**config.mk**
```make
export PLATFORM = sky130hd
export DESIGN_NAME = dual_reg_i2c_slave
export DESIGN_NICKNAME = d
export VERILOG_FILES = /design/src/rtl/drs_pkg.sv /design/src/rtl/drs_sync.sv /design/src/rtl/drs_engine.sv /design/src/rtl/drs_regfile.sv /design/src/rtl/dual_reg_i2c_slave.sv
export SDC_FILE = /design/constraint.sdc
export NUM_CORES = 1
export LEC_CHECK = 0
export CAP_MARGIN = 20
export CORE_MARGIN = 3
export CORE_UTILIZATION = 33
export DETAILED_ROUTE_END_ITERATION = 10
export DONT_BUFFER_PORTS = 1
export SLEW_MARGIN = 40
export SYNTH_ARGS = -nofsm -noshare
export SYNTH_HDL_FRONTEND = slang
export SYNTH_SLANG_ARGS = --single-unit
```
**constraint.sdc**
```tcl
create_clock -name clk -period 2.3 [get_ports clk]
set_clock_uncertainty 0.2 [all_clocks]
set_input_delay 0.345 -clock clk [delete_from_list [all_inputs] [get_ports clk]]
set_output_delay 0.345 -clock clk [all_outputs]
set_load 0.005 [all_outputs]
```
**src/rtl/drs_pkg.sv**
```systemverilog
package drs_pkg;
    localparam int BYTE_W    = 8;
    localparam int CNT_W     = 4;
    localparam int REG0_CTL_W = 6;
    localparam int REG1_CTL_W = 5;
    localparam int CHAN_N    = 2;
    localparam int CHAN_CTL_W = 5;

    typedef enum logic [2:0] {
        ST_IDLE,
        ST_ADDR,
        ST_AACK,
        ST_WDAT,
        ST_WACK,
        ST_RDAT,
        ST_RACK
    } bus_st_e;
endpackage

```
**src/rtl/drs_sync.sv**
```systemverilog
module drs_sync #(
    parameter int STAGES = 2
) (
    input  logic clk,
    input  logic rst_n,
    input  logic scl_i,
    input  logic sda_i,
    output logic sda_s_o,
    output logic scl_rise_o,
    output logic scl_fall_o,
    output logic start_o,
    output logic stop_o
);
    typedef struct packed {
        logic [STAGES-1:0] scl;
        logic [STAGES-1:0] sda;
        logic              scl_p;
        logic              sda_p;
    } sync_t;

    sync_t q, d;
    logic scl_s;

    assign scl_s   = q.scl[STAGES-1];
    assign sda_s_o = q.sda[STAGES-1];

    always_comb begin
        d       = q;
        d.scl   = {q.scl[STAGES-2:0], scl_i};
        d.sda   = {q.sda[STAGES-2:0], sda_i};
        d.scl_p = scl_s;
        d.sda_p = sda_s_o;
    end

    always_ff @(posedge clk or negedge rst_n) begin
        if (!rst_n) q <= '1;
        else        q <= d;
    end

    assign scl_rise_o = scl_s & ~q.scl_p;
    assign scl_fall_o = ~scl_s & q.scl_p;
    assign start_o    = scl_s & q.scl_p & q.sda_p & ~sda_s_o;
    assign stop_o     = scl_s & q.scl_p & ~q.sda_p & sda_s_o;


    start_stop_excl_chk: assert property (@(posedge clk) disable iff (!rst_n)
        start_o |=> !stop_o);
endmodule

```
**src/rtl/drs_engine.sv**
```systemverilog
module drs_engine
    import drs_pkg::*;
#(
    parameter logic [5:0] ADDR_UPPER = 6'b000100
) (
    input  logic              clk,
    input  logic              rst_n,
    input  logic              pwr_ok_i,
    input  logic              addr_sel_i,
    input  logic              sda_s_i,
    input  logic              scl_rise_i,
    input  logic              scl_fall_i,
    input  logic              start_i,
    input  logic              stop_i,
    input  logic [BYTE_W-1:0] rd_byte0_i,
    input  logic [BYTE_W-1:0] rd_byte1_i,
    output logic              sda_pull_o,
    output logic              wr_stb_o,
    output logic [BYTE_W-1:0] wr_byte_o
);
    typedef struct packed {
        bus_st_e           st;
        logic [CNT_W-1:0]  cnt;
        logic [BYTE_W-1:0] sh;
        logic              rw;
        logic              rsel;
        logic              mack;
        logic              pull;
        logic              wr_stb;
        logic [BYTE_W-1:0] wr_byte;
    } eng_t;

    eng_t q, d;
    logic [BYTE_W-1:0] tx_next;

    always_comb begin
        d        = q;
        d.wr_stb = 1'b0;
        tx_next  = q.rsel ? rd_byte0_i : rd_byte1_i;
        if (!pwr_ok_i) begin
            d.st   = ST_IDLE;
            d.pull = 1'b0;
        end else if (start_i) begin
            d.st   = ST_ADDR;
            d.cnt  = '0;
            d.pull = 1'b0;
        end else if (stop_i) begin
            d.st   = ST_IDLE;
            d.pull = 1'b0;
        end else begin
            unique case (q.st)
                ST_ADDR: begin
                    if (scl_rise_i) begin
                        d.sh  = {q.sh[BYTE_W-2:0], sda_s_i};
                        d.cnt = q.cnt + 1'b1;
                    end else if (scl_fall_i && q.cnt == CNT_W'(BYTE_W)) begin
                        if (q.sh[BYTE_W-1:1] == {ADDR_UPPER, addr_sel_i}) begin
                            d.st   = ST_AACK;
                            d.pull = 1'b1;
                            d.rw   = q.sh[0];
                            d.rsel = 1'b0;
                        end else begin
                            d.st = ST_IDLE;
                        end
                    end
                end
                ST_AACK: begin
                    if (scl_fall_i) begin
                        d.cnt = '0;
                        if (q.rw) begin
                            d.st   = ST_RDAT;
                            d.sh   = rd_byte0_i;
                            d.pull = ~rd_byte0_i[BYTE_W-1];
                        end else begin
                            d.st   = ST_WDAT;
                            d.pull = 1'b0;
                        end
                    end
                end
                ST_WDAT: begin
                    if (scl_rise_i) begin
                        d.sh  = {q.sh[BYTE_W-2:0], sda_s_i};
                        d.cnt = q.cnt + 1'b1;
                    end else if (scl_fall_i && q.cnt == CNT_W'(BYTE_W)) begin
                        d.wr_stb  = 1'b1;
                        d.wr_byte = q.sh;
                        d.st      = ST_WACK;
                        d.pull    = 1'b1;
                    end
                end
                ST_WACK: begin
                    if (scl_fall_i) begin
                        d.st   = ST_WDAT;
                        d.cnt  = '0;
                        d.pull = 1'b0;
                    end
                end
                ST_RDAT: begin
                    if (scl_rise_i) begin
                        d.cnt = q.cnt + 1'b1;
                    end else if (scl_fall_i) begin
                        if (q.cnt == CNT_W'(BYTE_W)) begin
                            d.st   = ST_RACK;
                            d.pull = 1'b0;
                        end else begin
                            d.sh   = {q.sh[BYTE_W-2:0], 1'b0};
                            d.pull = ~q.sh[BYTE_W-2];
                        end
                    end
                end
                ST_RACK: begin
                    if (scl_rise_i) begin
                        d.mack = ~sda_s_i;
                    end else if (scl_fall_i) begin
                        if (q.mack) begin
                            d.rsel = ~q.rsel;
                            d.st   = ST_RDAT;
                            d.cnt  = '0;
                            d.sh   = tx_next;
                            d.pull = ~tx_next[BYTE_W-1];
                        end else begin
                            d.st = ST_IDLE;
                        end
                    end
                end
                default: d.st = ST_IDLE;
            endcase
        end
    end

    always_ff @(posedge clk or negedge rst_n) begin
        if (!rst_n) begin
            q    <= '0;
            q.st <= ST_IDLE;
        end else begin
            q <= d;
        end
    end

    assign sda_pull_o = q.pull;
    assign wr_stb_o   = q.wr_stb;
    assign wr_byte_o  = q.wr_byte;


    pwr_silent_chk: assert property (@(posedge clk) disable iff (!rst_n)
        !pwr_ok_i |=> !sda_pull_o);

    pull_state_chk: assert property (@(posedge clk) disable iff (!rst_n)
        sda_pull_o |-> (q.st == ST_AACK || q.st == ST_WACK || q.st == ST_RDAT));

    stop_idle_chk: assert property (@(posedge clk) disable iff (!rst_n)
        stop_i |=> (q.st == ST_IDLE && !sda_pull_o));

    start_addr_chk: assert property (@(posedge clk) disable iff (!rst_n)
        (start_i && pwr_ok_i) |=> (q.st == ST_ADDR));
endmodule

```
**src/rtl/drs_regfile.sv**
```systemverilog
module drs_regfile
    import drs_pkg::*;
(
    input  logic                  clk,
    input  logic                  rst_n,
    input  logic                  pwr_ok_i,
    input  logic                  ovt_i,
    input  logic                  ovl1_i,
    input  logic                  ovl2_i,
    input  logic                  wr_stb_i,
    input  logic [BYTE_W-1:0]     wr_byte_i,
    output logic [REG0_CTL_W-1:0] ctl0_o,
    output logic [REG1_CTL_W-1:0] ctl1_o,
    output logic [BYTE_W-1:0]     rd_byte0_o,
    output logic [BYTE_W-1:0]     rd_byte1_o
);
    typedef struct packed {
        logic [REG0_CTL_W-1:0] ctl0;
        logic [REG1_CTL_W-1:0] ctl1;
    } rf_t;

    rf_t q, d;
    logic unused_ro_bits;

    assign unused_ro_bits = ^wr_byte_i[1:0];

    always_comb begin
        d = q;
        if (!pwr_ok_i || ovt_i) begin
            d.ctl0 = '0;
            d.ctl1 = '0;
        end else if (wr_stb_i) begin
            if (wr_byte_i[BYTE_W-1]) d.ctl1 = wr_byte_i[BYTE_W-2 -: REG1_CTL_W];
            else                     d.ctl0 = wr_byte_i[BYTE_W-2 -: REG0_CTL_W];
        end
    end

    always_ff @(posedge clk or negedge rst_n) begin
        if (!rst_n) q <= '0;
        else        q <= d;
    end

    assign ctl0_o     = q.ctl0;
    assign ctl1_o     = q.ctl1;
    assign rd_byte0_o = {1'b0, q.ctl0, ovl1_i};
    assign rd_byte1_o = {1'b1, q.ctl1, ovt_i, ovl2_i};


    pwr_clear_chk: assert property (@(posedge clk) disable iff (!rst_n)
        !pwr_ok_i |=> (ctl0_o == '0 && ctl1_o == '0));

    ovt_clear_chk: assert property (@(posedge clk) disable iff (!rst_n)
        ovt_i |=> (ctl0_o == '0 && ctl1_o == '0));

    reg0_write_chk: assert property (@(posedge clk) disable iff (!rst_n)
        (wr_stb_i && pwr_ok_i && !ovt_i && !wr_byte_i[BYTE_W-1])
        |=> (ctl0_o == $past(wr_byte_i[BYTE_W-2 -: REG0_CTL_W]) && $stable(ctl1_o)));

    reg1_write_chk: assert property (@(posedge clk) disable iff (!rst_n)
        (wr_stb_i && pwr_ok_i && !ovt_i && wr_byte_i[BYTE_W-1])
        |=> (ctl1_o == $past(wr_byte_i[BYTE_W-2 -: REG1_CTL_W]) && $stable(ctl0_o)));
endmodule

```
**src/rtl/dual_reg_i2c_slave.sv**
```systemverilog
module dual_reg_i2c_slave
    import drs_pkg::*;
#(
    parameter int         SYNC_STAGES = 2,
    parameter logic [5:0] ADDR_UPPER  = 6'b000100
) (
    input  logic              clk,
    input  logic              rst_n,
    input  logic              scl_i,
    input  logic              sda_i,
    input  logic              pwr_ok_i,
    input  logic              addr_sel_i,
    input  logic              ovl1_i,
    input  logic              ovl2_i,
    input  logic              ovt_i,
    output logic              sda_pull_o,
    output logic              dyn_lim_o,
    output logic [CHAN_N-1:0] ilim_hi_o,
    output logic [CHAN_N-1:0] tone_on_o,
    output logic [CHAN_N-1:0] comp_up_o,
    output logic [CHAN_N-1:0] hi_volt_o,
    output logic [CHAN_N-1:0] chan_en_o
);
    logic sda_s, scl_rise, scl_fall, start_p, stop_p;
    logic wr_stb;
    logic [BYTE_W-1:0] wr_byte, rd_byte0, rd_byte1;
    logic [REG0_CTL_W-1:0] ctl0;
    logic [REG1_CTL_W-1:0] ctl1;
    logic [CHAN_CTL_W-1:0] chan_ctl [CHAN_N];

    drs_sync #(.STAGES(SYNC_STAGES)) u_sync (
        .clk        (clk),
        .rst_n      (rst_n),
        .scl_i      (scl_i),
        .sda_i      (sda_i),
        .sda_s_o    (sda_s),
        .scl_rise_o (scl_rise),
        .scl_fall_o (scl_fall),
        .start_o    (start_p),
        .stop_o     (stop_p)
    );

    drs_engine #(.ADDR_UPPER(ADDR_UPPER)) u_engine (
        .clk        (clk),
        .rst_n      (rst_n),
        .pwr_ok_i   (pwr_ok_i),
        .addr_sel_i (addr_sel_i),
        .sda_s_i    (sda_s),
        .scl_rise_i (scl_rise),
        .scl_fall_i (scl_fall),
        .start_i    (start_p),
        .stop_i     (stop_p),
        .rd_byte0_i (rd_byte0),
        .rd_byte1_i (rd_byte1),
        .sda_pull_o (sda_pull_o),
        .wr_stb_o   (wr_stb),
        .wr_byte_o  (wr_byte)
    );

    drs_regfile u_regs (
        .clk        (clk),
        .rst_n      (rst_n),
        .pwr_ok_i   (pwr_ok_i),
        .ovt_i      (ovt_i),
        .ovl1_i     (ovl1_i),
        .ovl2_i     (ovl2_i),
        .wr_stb_i   (wr_stb),
        .wr_byte_i  (wr_byte),
        .ctl0_o     (ctl0),
        .ctl1_o     (ctl1),
        .rd_byte0_o (rd_byte0),
        .rd_byte1_o (rd_byte1)
    );

    assign dyn_lim_o   = ctl0[REG0_CTL_W-1];
    assign chan_ctl[0] = ctl0[CHAN_CTL_W-1:0];
    assign chan_ctl[1] = ctl1;

    for (genvar ch = 0; ch < CHAN_N; ch++) begin : g_chan
        assign ilim_hi_o[ch] = chan_ctl[ch][4];
        assign tone_on_o[ch] = chan_ctl[ch][3];
        assign comp_up_o[ch] = chan_ctl[ch][2];
        assign hi_volt_o[ch] = chan_ctl[ch][1];
        assign chan_en_o[ch] = chan_ctl[ch][0];
    end
endmodule

```
# After elaboration in Yosys (flattened, before gate mapping)
# Cells that the tools add are included.
# totals
register_bits	45
latch_bits	0
ramBits	0
mem_bits_ro	0
output_inout_bits	12
word_cells	160
n_memories	0
# classes
add_sub_neg	1
n_mul	0
div_mod_pow	0
order_cmp	0
eq_ne	43
shifts	0
muxes	65
bitwise	17
reduce_logical	19
# op_table
cell	n
two-way mux 15 bit	4
inequality test 5 x 4 -> 1 bit, second input constant	9
two-way mux 8 bit	5
two-way mux 9 bit	4
two-way mux 3 bit	11
one-hot mux 8 bit (4 select lines)	1
AND reduction 13 bit	2
two-way mux 12 bit	2
two-way mux 11 bit	2
two-way mux 1 bit	21
two-way mux 10 bit	2
inequality test 5 bit, second input constant	4
one-hot mux 4 bit (5 select lines)	1
AND reduction 10 bit	2
inequality test 2 x 1 -> 1 bit, second input constant	9
one-hot mux 3 bit (6 select lines)	1
two-way mux 7 bit	2
inequality test 3 x 2 -> 1 bit, second input constant	4
AND reduction 11 bit	1
inequality test 2 bit, second input constant	5
inverter 1 bit	10
== test 3 bit, second input constant	3
inequality test 9 x 1 -> 1 bit, second input constant	1
two-way mux 2 bit	4
other kinds (24)	35

# Longest topological paths before layout
# depth
word_depth	9
depth_mapped	7
ltp_nobuf	7

# Hierarchy
# Synthesis repeated with hierarchy kept, for this count alone.
# hier_totals
cells_unflattened	263
hier_area_um2	2677.6
# modules_own_cells
module	instances	cells_per_inst	area_each_um2
drs_engine	1	192	1901.8
drs_regfile	1	61	585.6
drs_sync	1	10	190.2

# Worst setup path before layout
# OpenSTA, ideal clock, no wires.
# synth_timing
path_type	register to register
from	register u_sync.q (netlist bit u_sync.d[1])
to	register u_engine.q[13] (netlist name)
setup_time_ns	0.125
arrival_time_ns	1.936
required_ns	1.975
setup_slack_ns	0.039
path_stages_with_launch	6
path_buffers	0
synth_period_minus_slack_ns	2.261
cell_sequence	dfstp_2 > nor2b_1 > o21ai_1 > a22o_1 > a2111oi_4 > mux2_2
# synth_via
elab_chain_cells	5
elab_cells_between_ends	17
# synth_rtl
element	line	rtl
from (decl)	drs_sync.sv:21	sync_t q, d;
from (signal assigned)	drs_sync.sv:36	if (!rst_n) q <= '1;
from (signal assigned)	drs_sync.sv:37	else q <= d;
bitwise AND 1 bit	drs_sync.sv:42, drs_sync.sv:43	
bitwise AND 1 bit (on tied branches) (2 in series)	drs_sync.sv:43, drs_sync.sv:42	
inverter 1 bit (no line)	n/a	
AND reduction 13 bit (no line) *	n/a	
to (decl)	drs_engine.sv:33	eng_t q, d;
# Mark *: on every way between the ends. The rest lies on a longest branch, timed or not.
# A chain may end at the register's enable or synchronous reset.

# Worst setup path after layout
# layout_timing
from	register u_sync.q[1] (netlist name)
to	register u_engine.q[19] (netlist name)
# Same word-level chain as after synthesis.

==> flow_summary.json <==
{
  "status": "finished, final reports clean",
  "hold_start": "pwr_ok_i",
  "holdWs_ns": 0.0396,
  "synth.top_cells.by_count": "dfrtp_1 (38), nand2_1 (22), mux2_2 (20)",
  "drt_iter0_markers": 135,
  "relSlewSlack": 0.600,
  "cts_tree": "done",
  "fp.dieW_um": 91.3,
  "min_to": "u_engine.q[10]$_DFFE_PN0N_",
  "yosysMostFrequentCell": "dfrtp_1",
  "whs_path_depth": 2,
  "diodes": 0,
  "p_sw_frac": 0.267,
  "clkPwrFrac": 0.370,
  "synth_flop_cell": "dfrtp_1",
  "met2_usage": 0.210,
  "synth_top_area_frac": 0.396,
  "grt_pass1_wl_um": 9230,
  "syn_to_final_growth_pct": 19.7,
  "critPathMaxFanout": 8,
  "hpwlAfterDp_um": 3810,
  "finalNetCount": 269,
  "worst_slew_pin_slew_ns": 0.597,
  "cts-htree-levels": 2,
  "cts_buffer_depth": 2,
  "fin_crit_ns": 2.22,
  "antenna_found_initial": 0,
  "synth_cell_type_count": 51,
  "cts-root-buf": "clkbuf_8",
  "p_comb_frac": 0.134,
  "synthTopCellsByArea": "dfrtp_1 (40%), mux2_2 (9.4%), mux2i_1 (6.7%), dfstp_2 (6.6%), nand2_1 (3.4%)",
  "slew_violations": 0,
  "numPortBuffers": 0,
  "critPathCaptureType": "register",
  "start_kind": "register",
  "leakage_nw": 1.17,
  "final_area_um2": 2870,
  "min_period_over_period": 0.965,
  "antenna_left": 0,
  "clkSinkCount": 44,
  "ys_seq_area_frac": 0.462,
  "ir_worst_vdd_mv": 0.305,
  "cp_data_required_time_ns": 2.29,
  "grt.met3_usage": 0.0331,
  "use_met1": 0.191,
  "p_per_area_nw_per_um2": 589,
  "crit_type": "register to register",
  "final.setup.tns_ns": 0,
  "viasPerCell": 5.25,
  "r2r_cells": 6,
  "synth_edf_count": 0,
  "postSynthCellCount": 234,
  "syn_nets": 245,
  "clk_latency_ns": 0.30,
  "r2r_start": "u_sync.q[1]$_DFF_PN1_",
  "arrival_ns": 2.21,
  "core.rowCount": 30,
  "clkSlewWorstSetupHoldPaths_ns": 0.09,
  "via_count": 1863,
  "cts_buffers": 5,
  "postLayoutCoreUtil": 0.416,
  "intPower_mw": 1.24,
  "synth_top_area_cell": "dfrtp_1",
  "pwr-share-seq": 0.497,
  "grt.total_usage": 0.137,
  "ys_ff_latch": 44,
  "overflow": 0,
  "yosys_warnings": 0,
  "fp.dieH_um": 91.3,
  "rr_endpoint": "u_engine.q[19]$_DFFE_PN0P_",
  "postPlaceCellArea_um2": 2660,
  "wirelength_um": 5430,
  "drive_gt1_frac": 0.263,
  "async_flop_share": 1.00,
  "hold_viol": 0,
  "core_um2": 6910,
  "ios": 21,
  "fmax_mhz": 451,
  "grt_setup_unrepaired": "true",
  "rrSetupSlack_ns": 0.08,
  "setup_viol": 0,
  "syn-cell-area_um2": 2400,
  "die-area_um2": 8340,
  "place_worst_setup_slack_ns": 0.0232,
  "avgSynthCellArea_um2": 10.3,
  "grt_pass1_vias": 1787,
  "start_util": 0.348,
  "detail_route.wl_per_cell_um": 15.3,
  "p_sw_mw": 0.451,
  "grt_max_degree": 45,
  "worst_slack_ns": 0.0808,
  "cap_violations": 0,
  "hold_path.class": "input pin to register",
  "dr.pass1.iters": 6,
  "grt_busiest_layer": "met2",
  "drc": 0,
  "place_congestion": 0.823
}
[cell type report]
type | instances | area [µm²]
clock buffer | 5 | 68.8
clock inverter | 3 | 46.3
fill | 697 | 4030
inverter | 6 | 22.5
multi-input combinational | 173 | 1250
sequential | 44 | 1110
tap | 96 | 120
timing repair buffer | 28 | 256
[through the flow]
| stage | total power [mW] | instances |
|---|---|---|
| 2_1_floorplan | 0.983 | 234 |
| 3_3_place_gp | 1.05 | 341 |
| 3_5_place_dp | 1.05 | 341 |
| 4_1_cts | 1.70 | 354 |
| 5_1_grt | 1.78 | 355 |
| 6_report | 1.69 | 355 |
[what timing repair did]
| item | 4_1_cts | 5_1_grt |
|---|---|---|
| endpoints found under the hold margin | 48 | 0 |
| hold buffers | 5 | 0 |
| resized for setup | 0 | 8 |
| endpoints found under the setup margin | 0 | 17 |
| setup buffers | 0 | 1 |
[worst max-delay path, cell delays in order, from the launching register on]
cell and delay [ns]:
dfstp_2 0.62, nor2b_4 0.06, and2_1 0.19, a22o_1 0.22, a2111oi_4 0.30, buf_6 0.18
mux2_2 0.34
[cell usage in the layout, fill, tap and decap left out, drive strengths merged, types with 4 or more instances in the layout]
cell,instances
a21oi,10
o21ai,14
buf,24
nor2,13
nor2b,6
nand3,11
dfstp,6
nor3,5
dfrtp,38
mux2,20
nand2b,7
dlygate4sd3,4
nand2,22
mux2i,16
inv,7
clkbuf,5
[state kept, by name, summed over array words and instances (netlist names)]
name and flops:
u_regs.ctl1_o 5, u_engine.sda_pull_o 1, u_engine.q 18, u_sync.q 2, u_regs.ctl0_o 6, u_engine.wr_byte_o 7
u_engine.wr_stb_o 1, u_sync.d 3, u_sync.sda_s_o 1
[worst max path at each step]
stage                                          start                         endpoint  slack, ns
after floorplan                u_sync.d[1]$_DFF_PN1_       u_engine.q[13]$_DFFE_PN0P_       0.04
after global placement         u_sync.d[1]$_DFF_PN1_       u_engine.q[17]$_DFFE_PN0P_       0.05
after detailed placement       u_sync.d[1]$_DFF_PN1_       u_engine.q[16]$_DFFE_PN0P_       0.02
after CTS                      u_sync.d[1]$_DFF_PN1_       u_engine.q[19]$_DFFE_PN0P_      0.008
after global routing      u_engine.q[16]$_DFFE_PN0P_  u_engine.sda_pull_o$_DFFE_PN0P_      -0.04
final                          u_sync.q[1]$_DFF_PN1_       u_engine.q[19]$_DFFE_PN0P_       0.08
[kinds of logic after synthesis]
family | synth area share
adders and majority gates | 0.0104
DFF | 0.462
AOI/OAI and AO/OA | 0.155
buffers and inverters | 0.0271
and+or+nand+nor | 0.178
xor gates and xnor gates | 0.00730
muxes | 0.161
[per-layer routing]
layer  routed length (µm)  up-vias  part of all wire
met5                    0        -                 0
met4                   69        0             0.013
met3                  195        6             0.036
met2                 2560       34              0.47
met1                 2610      914              0.48
li1                     -      909                 -
[power by group through the flow]
stage	combinational, mW	clock, mW	sequential [mW]
floorplan	0.141	0	0.842
global placement	0.195	0	0.853
detailed placement	0.196	0	0.853
CTS	0.226	0.640	0.839
global route	0.253	0.680	0.846
finish	0.226	0.625	0.841
Note: power is estimated with default switching activity, not from simulation.
